==> src/rtl/edo_pkg.sv <==
package edo_pkg;

  // One sampled view of the strobes: levels plus edges against the previous sample
  typedef struct packed {
    logic ras_lo;
    logic cas_lo;
    logic we_lo;
    logic oe_hi;
    logic ras_fall;
    logic ras_rise;
    logic cas_fall;
    logic cas_rise;
  } strobe_ev_t;

  typedef enum logic [1:0] {
    CYC_IDLE   = 2'd0,
    CYC_ACCESS = 2'd1,
    CYC_CBR    = 2'd2
  } cyc_kind_t;

endpackage

==> src/rtl/edo_strobe_edge.sv <==
module edo_strobe_edge
  import edo_pkg::*;
(
  input  logic       clk,
  input  logic       rst_n,
  input  logic       ras_n,
  input  logic       cas_n,
  input  logic       we_n,
  input  logic       oe_n,
  output strobe_ev_t ev
);

  logic ras_q;
  logic cas_q;

  always_ff @(posedge clk) begin
    if (!rst_n) begin
      ras_q <= 1'b1;
      cas_q <= 1'b1;
    end else begin
      ras_q <= ras_n;
      cas_q <= cas_n;
    end
  end

  always_comb begin
    ev.ras_lo   = ~ras_n;
    ev.cas_lo   = ~cas_n;
    ev.we_lo    = ~we_n;
    ev.oe_hi    = oe_n;
    ev.ras_fall = ras_q & ~ras_n;
    ev.ras_rise = ~ras_q & ras_n;
    ev.cas_fall = cas_q & ~cas_n;
    ev.cas_rise = ~cas_q & cas_n;
  end

endmodule

==> src/rtl/edo_cycle_track.sv <==
module edo_cycle_track
  import edo_pkg::*;
(
  input  logic       clk,
  input  logic       rst_n,
  input  strobe_ev_t ev,
  output logic       access_now
);

  cyc_kind_t kind_q;
  cyc_kind_t kind_nx;

  always_comb begin
    kind_nx = kind_q;
    if (!ev.ras_lo) begin
      kind_nx = CYC_IDLE;
    end else if (ev.ras_fall) begin
      // column already low when the row falls: refresh, no array access
      kind_nx = ev.cas_lo ? CYC_CBR : CYC_ACCESS;
    end
  end

  assign access_now = (kind_nx == CYC_ACCESS);

  always_ff @(posedge clk) begin
    if (!rst_n) kind_q <= CYC_IDLE;
    else        kind_q <= kind_nx;
  end

endmodule

==> src/rtl/edo_hz_timer.sv <==
module edo_hz_timer
  import edo_pkg::*;
#(
  parameter int TOFF_CYC = 2
) (
  input  logic       clk,
  input  logic       rst_n,
  input  strobe_ev_t ev,
  output logic       expire
);

  localparam int CNT_W = $clog2(TOFF_CYC + 1);
  localparam logic [CNT_W-1:0] LOAD_V = CNT_W'(TOFF_CYC);
  localparam logic [CNT_W-1:0] ONE_V  = CNT_W'(1);

  logic [CNT_W-1:0] cnt_q;
  logic             both_hi;
  logic             late_rise;

  assign both_hi   = ~ev.ras_lo & ~ev.cas_lo;
  assign late_rise = ev.ras_rise | ev.cas_rise;
  assign expire    = both_hi & ~late_rise & (cnt_q == ONE_V);

  always_ff @(posedge clk) begin
    if (!rst_n) begin
      cnt_q <= '0;
    end else if (!both_hi) begin
      cnt_q <= '0;
    end else if (late_rise) begin
      cnt_q <= LOAD_V;
    end else if (cnt_q != '0) begin
      cnt_q <= cnt_q - ONE_V;
    end
  end

endmodule

==> src/rtl/edo_out_ctrl.sv <==
module edo_out_ctrl
  import edo_pkg::*;
#(
  parameter int DATA_W   = 8,
  parameter int TOFF_CYC = 2
) (
  input  logic              clk,
  input  logic              rst_n,
  input  logic              ras_n,
  input  logic              cas_n,
  input  logic              we_n,
  input  logic              oe_n,
  input  logic [DATA_W-1:0] arr_rd_data,
  output logic              arr_rd_req,
  output logic [DATA_W-1:0] dout,
  output logic              drv_en
);

  strobe_ev_t ev;
  logic       access_now;
  logic       hz_expire;
  logic       col_start;
  logic       early_wr;
  logic       held_q;
  logic       held_nx;
  logic       drv_nx;

  edo_strobe_edge u_edge (
    .clk   (clk),
    .rst_n (rst_n),
    .ras_n (ras_n),
    .cas_n (cas_n),
    .we_n  (we_n),
    .oe_n  (oe_n),
    .ev    (ev)
  );

  edo_cycle_track u_cyc (
    .clk        (clk),
    .rst_n      (rst_n),
    .ev         (ev),
    .access_now (access_now)
  );

  edo_hz_timer #(.TOFF_CYC(TOFF_CYC)) u_hz (
    .clk    (clk),
    .rst_n  (rst_n),
    .ev     (ev),
    .expire (hz_expire)
  );

  assign col_start  = access_now & ev.cas_fall;
  assign arr_rd_req = col_start & ~ev.we_lo;
  assign early_wr   = col_start & ev.we_lo;

  always_comb begin
    held_nx = held_q;
    if (arr_rd_req)     held_nx = 1'b1;
    else if (early_wr)  held_nx = 1'b0;
    else if (hz_expire) held_nx = 1'b0;
    drv_nx = held_nx & ~ev.oe_hi & ~(ev.we_lo & ev.cas_lo);
  end

  always_ff @(posedge clk) begin
    if (!rst_n) begin
      held_q <= 1'b0;
      dout   <= '0;
      drv_en <= 1'b0;
    end else begin
      held_q <= held_nx;
      drv_en <= drv_nx;
      if (arr_rd_req) dout <= arr_rd_data;
    end
  end

endmodule

==> config.mk <==
export PLATFORM = sky130hd
export DESIGN_NAME = edo_out_ctrl
export DESIGN_NICKNAME = d
export VERILOG_FILES = /design/src/rtl/edo_pkg.sv /design/src/rtl/edo_strobe_edge.sv /design/src/rtl/edo_cycle_track.sv /design/src/rtl/edo_hz_timer.sv /design/src/rtl/edo_out_ctrl.sv
export SDC_FILE = /design/constraint.sdc
export NUM_CORES = 1
export LEC_CHECK = 0
export ABC_AREA = 1
export BUFFER_PORTS_ARGS = -buffer_cell sky130_fd_sc_hd__buf_2
export CORE_MARGIN = 4
export CORE_UTILIZATION = 43
export CTS_CLUSTER_DIAMETER = 60
export DETAILED_ROUTE_END_ITERATION = 16
export PLACE_DENSITY = 0.72
export SKIP_CTS_REPAIR_TIMING = 1
export SYNTH_ARGS = -nofsm -noshare
export SYNTH_HDL_FRONTEND = slang
export SYNTH_SLANG_ARGS = --single-unit
==> constraint.sdc <==
create_clock -name clk -period 1 [get_ports clk]
set_input_delay 0.05 -clock clk [delete_from_list [all_inputs] [get_ports clk]]
set_output_delay 0.05 -clock clk [all_outputs]
set_load 0.05 [all_outputs]
-- Yosys cells after proc, flatten, opt, wreduce, memory -nomap -nowiden
Cells that the tools add are included.
- output and inout port bits: 10
- input bits: 14
- bits in registers: 16
- word-level logic and storage cells: 47
- add/subtract/negate cells: 1
- reduce and logical (&&, ||, !) cells: 4
- bitwise logic cells: 24
- equal/unequal tests: 2
- mux-type cells: 8
- operator list (kind ; count):
    1-bit AND ; 13
    2-bit two-way mux ; 5
    1-bit inverter ; 10
    2-bit by 1-bit == test with 1-bit output (second input constant) ; 2
    2-bit nonzero test ; 2
    1-bit two-way mux ; 3
    3-bit OR reduction ; 1
    2-bit AND reduction ; 1
    2-bit by 1-bit subtractor with 2-bit output (second input constant) ; 1
    1-bit bitwise OR ; 1

-- Logic depth before layout (Yosys ltp)
Gate-level depths: netlist of run 1.
- word-level depth: 11
- mapped depth: 9
- mapped depth without buffers: 9

-- Hierarchy
Synthesis of run 1 repeated with hierarchy kept, for this count alone.
- cells, all modules: 86
- area total of the unflattened synthesis: 639.4 µm²
- by module, submodules not included (module ; instances ; sequential area each (µm²) ; area an instance (µm²) ; cells an instance):
    edo_out_ctrl ; 1 ; 200.2 ; 370.4 ; 45
    edo_strobe_edge ; 1 ; 40.0 ; 93.8 ; 14
    edo_hz_timer ; 1 ; 40.0 ; 92.6 ; 15
    edo_cycle_track ; 1 ; 40.0 ; 82.6 ; 12

-- Least setup slack after synthesis of run 1
Ideal clock, no wire load.
- path kind: reg-to-reg
- from: register u_edge.ras_q
- to: register dout[0]
- library setup time: 0.114 ns
- data required time: 0.886 ns
- path buffers: 0
- arrival time: 1.033 ns
- cell stages (with the launch flop): 8
- period minus slack after synthesis: 1.147 ns
- slack: -0.147 ns
- cells stage by stage: dfxtp_1 > nand3_2 > nand2_2 > inv_2 > nand3_4 > clkinv_4 > nor2_1 > nor2_1
- cells in the longest elaborated chain, start to end: 6
- RTL lines (item ; RTL line ; RTL):
    from (decl) ; edo_strobe_edge.sv:13 ; logic ras_q;
    from (signal assigned) ; edo_strobe_edge.sv:21 ; ras_q <= ras_n;
    1-bit AND ; edo_strobe_edge.sv:31 ; ev.ras_fall = ras_q & ~ras_n;
    2-bit two-way mux ; edo_cycle_track.sv:17 ; end else if (ev.ras_fall) begin
    2-bit two-way mux ; edo_cycle_track.sv:15 ; if (!ev.ras_lo) begin
    2-bit by 1-bit == test with 1-bit output ; edo_cycle_track.sv:23 ; assign access_now = (kind_nx == CYC_ACCESS);
    1-bit AND ; edo_out_ctrl.sv:52 ; assign col_start = access_now & ev.cas_fall;
    1-bit AND ; edo_out_ctrl.sv:53 ; assign arr_rd_req = col_start & ~ev.we_lo;
    named net arr_rd_req ; edo_out_ctrl.sv:14 ; output logic arr_rd_req,
    to (signal assigned) ; edo_out_ctrl.sv:72 ; if (arr_rd_req) dout <= arr_rd_data;
    to (decl) ; edo_out_ctrl.sv:15 ; output logic [DATA_W-1:0] dout,
The timed path passes the listed nets, and every way through them passes these cells.
A chain may end at the register's enable or synchronous reset.

-- Worst setup path in the final report of run 1
- from: register u_edge.ras_q
- to: output arr_rd_req
- cells in the longest elaborated chain, start to end: 6
- RTL lines (item ; RTL line):
    1-bit AND ; edo_strobe_edge.sv:31
    2-bit two-way mux ; edo_cycle_track.sv:17
    2-bit two-way mux ; edo_cycle_track.sv:15
    2-bit by 1-bit == test with 1-bit output ; edo_cycle_track.sv:23
    1-bit AND ; edo_out_ctrl.sv:52
    1-bit AND ; edo_out_ctrl.sv:53
    to (decl) ; edo_out_ctrl.sv:14
Every way passes these cells.

==> impl_results.md, run 1 <==
- Startpoint Class: flop
- Net switching power: 0.373 mW
- Starting density of the core: 0.468
- CTS tree: built
- RSZ-0062 raised after global routing: true
- Largest net degree at the start of global routing: 10
- Area Overhead vs Synth: 42.8%
- Synth Instances: 97
- Adder-cell share of the synthesized area: 0
- CTS sink count: 16
- Commonest cells after routing, fill and taps aside: buf_2 (22), nor2_1 (20), nand2_1 (18)
- # IOs: 24
- Ratio of cells with drive above 1 in the final layout: 0.436
- Initial antenna violation count: 0
- Vias per inst: slightly below 5
- Die Span Y: 49.0 um
- Area occupied by multi-input gates: ~370 sq um
- Via count of the routed design: 720
- CP max FO: 5
- Power per cell area: approximately 1300 nW/um^2
- Xor/xnor share of the synthesized area: 0
- All-Layer GR Usage: 0.127
- Routed len/inst: 11.2 um
- Final setup margin: -376 ps
- Placer Congestion: 0.738
- CP Capture Type: output pin
- Leading cell type in the layout, fill and taps excluded: buf_2
- Final setup vio count: 11
- Clock slew at reported path FFs: approximately 90 ps
- Detailed Route Iter0 Violations: 14
- Final period util: 1.38
- Flip-flop and latch area: around 320 sq um
- H-tree levels: 1
- Post-route ant nets: 0
- Compound-gate portion of the synthesized area: 0.0243
- WP data required: about 950 ps
- VDD IR-drop max: 0.000890 V
- Post-synthesis simple-gate area fraction: 0.442
- Largest family of logic cells by synthesized area: simple AND/OR/NAND/NOR gates
- Comb pwr share: 0.193
- Dpl hpwl: between 1 and 1.5 mm
- Setup tns final: -2990 ps
- Gr busiest metal: met2
- Final Hold Vio Count: 0
- Slew HR: 0.834
- Met1 Track Usage GR: 0.139
- LEAKAGE: approximately 0.53 nW
- Measured slew at the worst slew-check pin: around 250 ps
- DRC errors left: 0
- Sw frac: 0.275
- CTS max path bufs: 2
- Violated checks: setup timing
- Status: finished, violations left
- Internal power: between 0.9 and 1 mW
- Nets@finish: about 150
- CORE AREA: ~1500 sq um
- Cts bufs inserted: 3
- FF+latch count, synth: 16
- Syn Area/Cell: approximately 7.4 sq um
- Met3 Use GR: 0.0398
- Vias in the first global route: around 620
- Final setup skew: 0.881 ps
- Final Hold Slack: 17.5 ps
- Synth Net Count: ~110
- Clock root buffer: clkbuf_4
- Synth cell types: 19
- CP Class: flop to output pin
- Critical path arrival: ~1300 ps
- Routed WL: 1.67 mm
- First-pass GRT wire length: roughly 2.4 mm
- Fill cells: about 150
- Total of max-cap violations: 0
- # diodes: 0
- Share of power burned in registers: 0.494
- Worst min path class: input pin to flop
- Pins Over Slew Limit: 0
- FP Rows: 14
- Seq/Total Area, Yosys: 0.444
- Fin crit period: approximately 1400 ps
- Synthesized area: between 700 and 800 sq um
- Die area: around 2400 sq um
- Drt pass-1 iters: 4
- FMAX: 727 MHz
- IO buf count: 23
- Yosys warns: 0
- Mux cell area share after synthesis: 0
- Met2 Use GR: 0.209
- Clock network power share: 0.313
- Gr ovfl total: 0
- Worst-Skew Late Latency: between 200 and 300 ps
- Chip Width: 49.0 um
## critical path, stage by stage, from the launching register on
cell and delay, ps:
dfxtp_4 380, nand3_2 160, nand2_2 140, nor2_4 40
nand3_4 110, clkinv_8 60, buf_12 140
## kinds of logic (layout without fill, tap and decap cells)
logic type,count (synthesis),count (layout)
AO/OA/AOI/OAI,3,3
buffers and inverters,15,51
AND/OR/NAND/NOR,63,63
flip-flops,16,16
## synthesized netlist by cell type
cell type | instances | share of area
dfxtp_1 | 16 | 0.44
nand3_4 | 1 | 0.024
inv_1 | 8 | 0.042
nor2_1 | 24 | 0.12
a21oi_1 | 2 | 0.014
buf_4 | 1 | 0.010
nor2_2 | 1 | 0.0087
nand2_1 | 20 | 0.10
nand4_1 | 1 | 0.0087
nor2_4 | 2 | 0.031
inv_2 | 4 | 0.021
nand3b_1 | 9 | 0.094
nand3_2 | 1 | 0.014
nand2_2 | 2 | 0.017
o21bai_1 | 1 | 0.010
nand3_1 | 1 | 0.0069
clkinv_4 | 1 | 0.012
buf_1 | 1 | 0.0052
nor4_1 | 1 | 0.0087
## path summary, 6_finish.rpt
path                            slack (ps)              endpoint               startpoint  depth (start not counted)
worst max-delay path                  -380            arr_rd_req  u_edge.ras_q$_SDFF_PN1_                          6
worst min-delay path                    20     drv_en$_SDFF_PN0_                     oe_n                          3
worst max register to register        -300  dout[3]$_SDFFE_PN0P_  u_edge.ras_q$_SDFF_PN1_                          8
worst min register to register         480  dout[6]$_SDFFE_PN0P_     dout[6]$_SDFFE_PN0P_                          2
## power groups by stage
stage	clock [mW]	combinational [mW]	sequential, mW
after global placement	0	0.224	0.685
after floorplan	0	0.112	0.727
after global routing	0.469	0.285	0.673
final	0.425	0.262	0.670
after detailed placement	0	0.228	0.685
after CTS	0.443	0.228	0.671
## cell type report
type                       count  share of cell area
clock buffer                   4              0.0352
inverter                      13              0.0619
multi-input combinational     66               0.360
sequential                    16               0.314
tap                           16              0.0194
timing repair buffer          34               0.209
## per-layer routing
layer	part of all wire	routed length, um
met5	0	0
met4	0.019	32
met3	0.066	110
met2	0.51	845
met1	0.41	683
## state kept, by name, indices dropped and copies added, names as in the netlist
signal        cells
dout              8
drv_en            1
held_q            1
u_cyc.kind_q      2
u_edge.cas_q      1
u_edge.ras_q      1
u_hz.cnt_q        2
## per-stage QoR
stage          utilization  worst slack (ps)  instance area (sq um)  power [mW]  instances
2_1_floorplan            -             -70.5                    736       0.839         97
4_1_cts              0.606              -557                    933        1.34        143
5_1_grt              0.669              -451                   1030        1.43        149
6_report             0.669              -376                   1030        1.36        149
3_5_place_dp         0.582              -224                    897       0.913        139
3_3_place_gp         0.582              -178                    897       0.908        139
Power figures use the tool's default switching activity.
==> run 2, diff against run 1 <==
--- a/config.mk
+++ b/config.mk
@@ -8,10 +8,10 @@
 export ABC_AREA = 1
 export BUFFER_PORTS_ARGS = -buffer_cell sky130_fd_sc_hd__buf_2
 export CORE_MARGIN = 4
-export CORE_UTILIZATION = 43
+export CORE_UTILIZATION = 51
 export CTS_CLUSTER_DIAMETER = 60
 export DETAILED_ROUTE_END_ITERATION = 16
-export PLACE_DENSITY = 0.72
+export PLACE_DENSITY = 0.81
 export SKIP_CTS_REPAIR_TIMING = 1
 export SYNTH_ARGS = -nofsm -noshare
 export SYNTH_HDL_FRONTEND = slang
==> constraint.sdc (replaced) <==
create_clock -name clk -period 1.59 [get_ports clk]
set_input_delay 0.0795 -clock clk [delete_from_list [all_inputs] [get_ports clk]]
set_output_delay 0.0795 -clock clk [all_outputs]
set_load 0.05 [all_outputs]
==> run 2 against run 1 <==
Compared with the run above: the run now ends clean; clock power down 53%; critical path depth up 1; die area down 13%; count of clock-buffer cells in the layout down 1; clock skew up 3.2 ps; power down 45%; hold slack better by 43 ps; wire length down 16%; via count down 12%; setup slack better by 500 ps.
==> impl_results.md, run 2 (synthesis gave the netlist of run 1 again) <==
- Nets@finish: 137 (was 148)
- Power per cell area: 860 nW/um^2 (was 1320 nW/um^2)
- Most flop-heavy register: dout (unchanged)
- CTS tree: built (unchanged)
- Pins Over Slew Limit: 0 (unchanged)
- Area Overhead vs Synth: 21.1% (was 42.8%)
- Max FFs per register: 8 (unchanged)
- FMAX: a little under 700 MHz
- Post-Layout Cell Count: 136 (was 149)
- Ratio of cells with drive above 1 in the final layout: 0.322 (was 0.436)
- Largest net degree at the start of global routing: 14 (was 10)
- Fin crit period: ~1500 ps
- Met2 WL: 691 um (was 845 um)
- Fill cells: 136 (was 151)
- Detailed Route Iter0 Violations: 10 (was 14)
- Measured slew at the worst slew-check pin: 253 ps (was 250 ps)
- CTS sink count: 16 (unchanged)
- Largest regs: dout (8), u_cyc.kind_q (2), u_hz.cnt_q (2) (unchanged)
- CP Class: flop to output pin (unchanged)
- RSZ-0062 raised after global routing: false (was true)
- # diodes: 0 (unchanged)
- Vias in the first global route: 546 (was 623)
- Chip Width: 45.6 um (was 49.0 um)
- Post-route ant nets: 0 (unchanged)
- M1 wire length: 634 um (was 683 um)
- Final setup vio count: 0 (was 11)
- Placement-stage cell area: 845 sq um (was 897 sq um)
- Startpoint Class: flop (unchanged)
- Gr ovfl total: 0 (unchanged)
- Leading cell type in the layout, fill and taps excluded: nor2_1 (was buf_2)
- Commonest cells after routing, fill and taps aside: nor2_1 (24), buf_2 (22), nand2_1 (20) (was buf_2 (22), nor2_1 (20), nand2_1 (18))
- Die Span Y: 45.6 um (was 49.0 um)
- Post-layout util: 0.664 (was 0.669)
- Cts bufs inserted: 3 (unchanged)
- WP data required: 1510 ps (was 950 ps)
- CP max FO: 9 (was 5)
- Worst min path class: input pin to flop (unchanged)
- Total of max-cap violations: 0 (unchanged)
- LEAKAGE: 0.456 nW (was 0.532 nW)
- Place WS: 289 ps (was -224 ps)
- Clock slew at reported path FFs: 80 ps (was 90 ps)
- Die area: 2080 sq um (was 2400 sq um)
- Met3 wire length: 50 um (was 110 um)
- All-Layer GR Usage: 0.148 (was 0.127)
- Drt pass-1 iters: 4 (unchanged)
- CORE AREA: 1320 sq um (was 1540 sq um)
- Top layer in use: met4 (unchanged)
- VDD IR-drop max: 0.000561 V (was 0.000890 V)
- Initial antenna violation count: 0 (unchanged)
- Post-Layout Inst Area: 875 sq um (was 1030 sq um)
- CTS max path bufs: 2 (unchanged)
- Via count of the routed design: 632 (was 720)
- Starting density of the core: 0.548 (was 0.468)
- Routed WL: 1.40 mm (was 1.67 mm)
- CP Capture Type: output pin (unchanged)
- IO buf count: 23 (unchanged)
- Final setup margin: 126 ps (was -376 ps)
- Final period util: 0.921
- Final setup skew: 4.07 ps (was 0.881 ps)
- First-pass GRT wire length: 2.19 mm (was 2.38 mm)
- Worst-Skew Late Latency: 270 ps (was 290 ps)
- Vias per inst: 4.65 (was 4.83)
- Dpl hpwl: 1.05 mm (was 1.16 mm)
- Placer Congestion: 0.863 (was 0.738)
- # IOs: 24 (unchanged)
- Final Hold Vio Count: 0 (unchanged)
- H-tree levels: 1 (unchanged)
- Dpl cells: 133 (was 139)
- Critical path arrival: 1380 ps (was 1330 ps)
- Setup tns final: 0 ps (was -2990 ps)
- Routed len/inst: 10.3 um (was 11.2 um)
- Total power draw: 0.752 mW (was 1.36 mW)
- Clock root buffer: clkbuf_4 (unchanged)
- Slew HR: 0.832 (was 0.834)
- DRC errors left: 0 (unchanged)
- Final Hold Slack: 60.5 ps (was 17.5 ps)
- Status: completed (was finished, violations left)
- FP Rows: 13 (was 14)
run 2: cell count changes in the layout (fill, tap and decap cells not counted), moves of 2 or more:
cell,before,now
nand2_1,18,20
nor2_1,20,24
nor2_2,4,1
buf_4,10,0
run 2: cell type report:
class	instances	area, sq um	area share
inverters	13	53.8	0.0615
multi-input cells	66	337	0.385
clock buffers	3	22.5	0.0258
well taps	15	18.8	0.0215
flip-flops and latches	16	322	0.368
repair buffers	23	121	0.139
run 2: report_power, final:
part | switching [mW] | total [mW] | internal (mW)
clock network | 0.112 | 0.199 | 0.0877
registers | 0.00619 | 0.421 | 0.415
logic | 0.0875 | 0.131 | 0.0438
run 2: worst paths after layout:
path / from / to / slack (ps) / cells after the start
setup reg to reg: u_edge.cas_q$_SDFF_PN1_ / dout[2]$_SDFFE_PN0P_ / 390 / 7
hold reg to reg: dout[3]$_SDFFE_PN0P_ / dout[3]$_SDFFE_PN0P_ / 480 / 2
setup / recovery: u_edge.ras_q$_SDFF_PN1_ / arr_rd_req / 130 / 7
hold / removal: oe_n / drv_en$_SDFF_PN0_ / 60 / 3
run 2: routing by layer:
metal	GRT usage	vias up
met5	0	-
met4	0.0702	0
met1	0.181	269
li1	-	353
met3	0.0474	2
met2	0.231	8
run 2: worst max-delay path: stages, from the launching register on:
cell	delay, ps
dfxtp_2	360
nor2_1	50
nor2_1	150
nand2_2	110
inv_2	80
nand3_4	90
clkinv_4	100
buf_6	160
==> run 3, diff against run 2 <==
--- a/config.mk
+++ b/config.mk
@@ -8,10 +8,11 @@
 export ABC_AREA = 1
 export BUFFER_PORTS_ARGS = -buffer_cell sky130_fd_sc_hd__buf_2
 export CORE_MARGIN = 4
-export CORE_UTILIZATION = 51
+export CORE_UTILIZATION = 47
 export CTS_CLUSTER_DIAMETER = 60
 export DETAILED_ROUTE_END_ITERATION = 16
-export PLACE_DENSITY = 0.81
+export HOLD_SLACK_MARGIN = 0.06
+export PLACE_DENSITY = 0.75
 export SKIP_CTS_REPAIR_TIMING = 1
 export SYNTH_ARGS = -nofsm -noshare
 export SYNTH_HDL_FRONTEND = slang
==> constraint.sdc (replaced) <==
create_clock -name clk -period 1.5 [get_ports clk]
set_input_delay 0.075 -clock clk [delete_from_list [all_inputs] [get_ports clk]]
set_output_delay 0.075 -clock clk [all_outputs]
set_load 0.05 [all_outputs]
==> run 3 against run 2 <==
Compared with the run above: hold slack worse by 6.2 ps; wire length grew 8.6%; critical path depth unchanged; sequential cell count is the same; combinational power increased by 15%; die area is 7.0% higher; sequential power rose by 6.2%; critical path type unchanged; largest power group unchanged; highest routed layer unchanged.
==> impl_results.md, run 3 (synthesis gave the netlist of run 1 again) <==
- Cts bufs inserted: 3 (unchanged)
- Net switching power: 0.229 mW (was 0.206 mW)
- All-Layer GR Usage: 0.152 (was 0.148)
- Gr ovfl total: 0 (unchanged)
- FMAX: a little over 700 MHz
- Die Span Y: 47.2 um (was 45.6 um)
- Routed len/inst: 10.7 um (was 10.3 um)
- CORE AREA: 1370 sq um (was 1320 sq um)
- Starting density of the core: 0.528 (was 0.548)
- Chip Width: 47.2 um (was 45.6 um)
- Crit path launch: u_edge.ras_q$_SDFF_PN1_ (unchanged)
- Comb pwr share: 0.185 (was 0.175)
- Hold wc startpoint: ras_n (was oe_n)
- Slew HR: 0.834 (was 0.832)
- Largest regs: dout (8), u_cyc.kind_q (2), u_hz.cnt_q (2) (unchanged)
- Measured slew at the worst slew-check pin: 249 ps (was 253 ps)
- Critical path arrival: 1310 ps (was 1380 ps)
- Final period util: 0.925
- CTS max path bufs: 2 (unchanged)
- Placer Congestion: 0.868 (was 0.863)
- Final setup skew: 0.872 ps (was 4.07 ps)
- LEAKAGE: 0.488 nW (was 0.456 nW)
- Share of power burned in registers: 0.547 (was 0.560)
- CTS sink count: 16 (unchanged)
- IO buf count: 23 (unchanged)
- Hold Path End: u_edge.ras_q$_SDFF_PN1_ (was drv_en$_SDFF_PN0_)
- Final Hold Slack: 54.3 ps (was 60.5 ps)
- CTS tree: built (unchanged)
- Final setup margin: 113 ps (was 126 ps)
- Leading cell type in the layout, fill and taps excluded: buf_2 (was nor2_1)
- VDD IR-drop max: 0.000535 V (was 0.000561 V)
- Pins Over Slew Limit: 0 (unchanged)
- First-pass GRT wire length: 2.42 mm (was 2.19 mm)
- Status: completed (unchanged)
- Post-route ant nets: 0 (unchanged)
- Clock root buffer: clkbuf_4 (unchanged)
- Max FFs per register: 8 (unchanged)
- Most flop-heavy register: dout (unchanged)
- Nets@finish: 143 (was 137)
- Vias per inst: 4.69 (was 4.65)
- CP max FO: 5 (was 9)
- Dpl hpwl: 1.10 mm (was 1.05 mm)
- # diodes: 0 (unchanged)
- Drt pass-1 iters: 4 (unchanged)
- Fill cells: 128 (was 136)
- Die area: 2230 sq um (was 2080 sq um)
- # IOs: 24 (unchanged)
- Setup tns final: 0 ps (unchanged)
- Area Overhead vs Synth: 29.6% (was 21.1%)
- Total of max-cap violations: 0 (unchanged)
- Hold path depth: 3 (unchanged)
- DRC errors left: 0 (unchanged)
- Sw frac: 0.280 (was 0.273)
- Vias in the first global route: 621 (was 546)
- Worst-Skew Late Latency: 280 ps (was 270 ps)
- Fin crit period: 1390 ps
- Startpoint Class: flop (unchanged)
- Post-Layout Inst Area: 936 sq um (was 875 sq um)
- CP Class: flop to output pin (unchanged)
- Place WS: 214 ps (was 289 ps)
- FF-to-FF End: dout[1]$_SDFFE_PN0P_ (was dout[2]$_SDFFE_PN0P_)
- Reg2reg setup slack: 120 ps (was 390 ps)
- Detailed Route Iter0 Violations: 7 (was 10)
- Worst min path class: input pin to flop (unchanged)
- WP data required: 1420 ps (was 1510 ps)
- Routed WL: 1.52 mm (was 1.40 mm)
- Clock network power share: 0.268 (was 0.265)
- Path depth of the worst reg2reg path: 10 (was 7)
- Final setup vio count: 0 (unchanged)
- Initial antenna violation count: 0 (unchanged)
- Clock slew at reported path FFs: 90 ps (was 80 ps)
- Final Hold Vio Count: 0 (unchanged)
- Commonest cells after routing, fill and taps aside: buf_2 (22), nor2_1 (21), nand2_1 (20) (was nor2_1 (24), buf_2 (22), nand2_1 (20))
- Placement-stage cell area: 845 sq um (unchanged)
- Internal power: 0.588 mW (was 0.546 mW)
- Ratio of cells with drive above 1 in the final layout: 0.362 (was 0.322)
- CP Capture Type: output pin (unchanged)
- H-tree levels: 1 (unchanged)
- Worst r2r src: u_edge.ras_q$_SDFF_PN1_ (was u_edge.cas_q$_SDFF_PN1_)
- Via count of the routed design: 666 (was 632)
- Power per cell area: 873 nW/um^2 (was 860 nW/um^2)
- Largest net degree at the start of global routing: 14 (unchanged)
- FP Rows: 13 (unchanged)
## run 3: how the worst max path moves through the flow
| stage | to | depth (start not counted) | slack [ps] |
|---|---|---|---|
| CTS | arr_rd_req | 7 | -110 |
| global route | dout[1]$_SDFFE_PN0P_ | 10 | -10 |
| global placement | arr_rd_req | 7 | 250 |
| finish | arr_rd_req | 7 | 110 |
| floorplan | dout[0]$_SDFFE_PN0P_ | 7 | 350 |
| detailed placement | arr_rd_req | 7 | 210 |
## run 3: area by class of cell
cell class                      instances  area, sq um  area share
Clock buffer                            3         22.5      0.0241
Inverter                               13         53.8      0.0575
Multi-Input combinational cell         66          344       0.368
Sequential cell                        16          322       0.344
Tap cell                               15         18.8      0.0201
Timing Repair Buffer                   29          175       0.187
## run 3: metal layers
| metal | part of all wire | track usage |
|---|---|---|
| met5 | 0 | 0 |
| met4 | 0.013 | 0.0718 |
| met3 | 0.053 | 0.0345 |
| met2 | 0.48 | 0.257 |
| met1 | 0.46 | 0.180 |
## run 3: critical path, cell delays in order, from the launching register on
cell	delay (ps)
dfxtp_2	370
nor2_2	50
nor2_2	130
nand2_2	100
inv_2	80
nand3_4	80
clkinv_4	80
buf_8	140
## run 3: stage by stage
step / total power, mW / util / cells
2_1_floorplan: 0.558 / - / 97
3_3_place_gp: 0.593 / 0.618 / 133
3_5_place_dp: 0.595 / 0.618 / 133
4_1_cts: 0.813 / 0.635 / 136
5_1_grt: 0.866 / 0.685 / 142
6_report: 0.817 / 0.685 / 142
## run 3: power groups by stage
stage / logic [mW] / registers (mW) / clock network [mW]
finish: 0.151 / 0.447 / 0.219
global route: 0.166 / 0.450 / 0.250
CTS: 0.139 / 0.446 / 0.228
detailed placement: 0.138 / 0.456 / 0
global placement: 0.136 / 0.456 / 0
floorplan: 0.0729 / 0.485 / 0
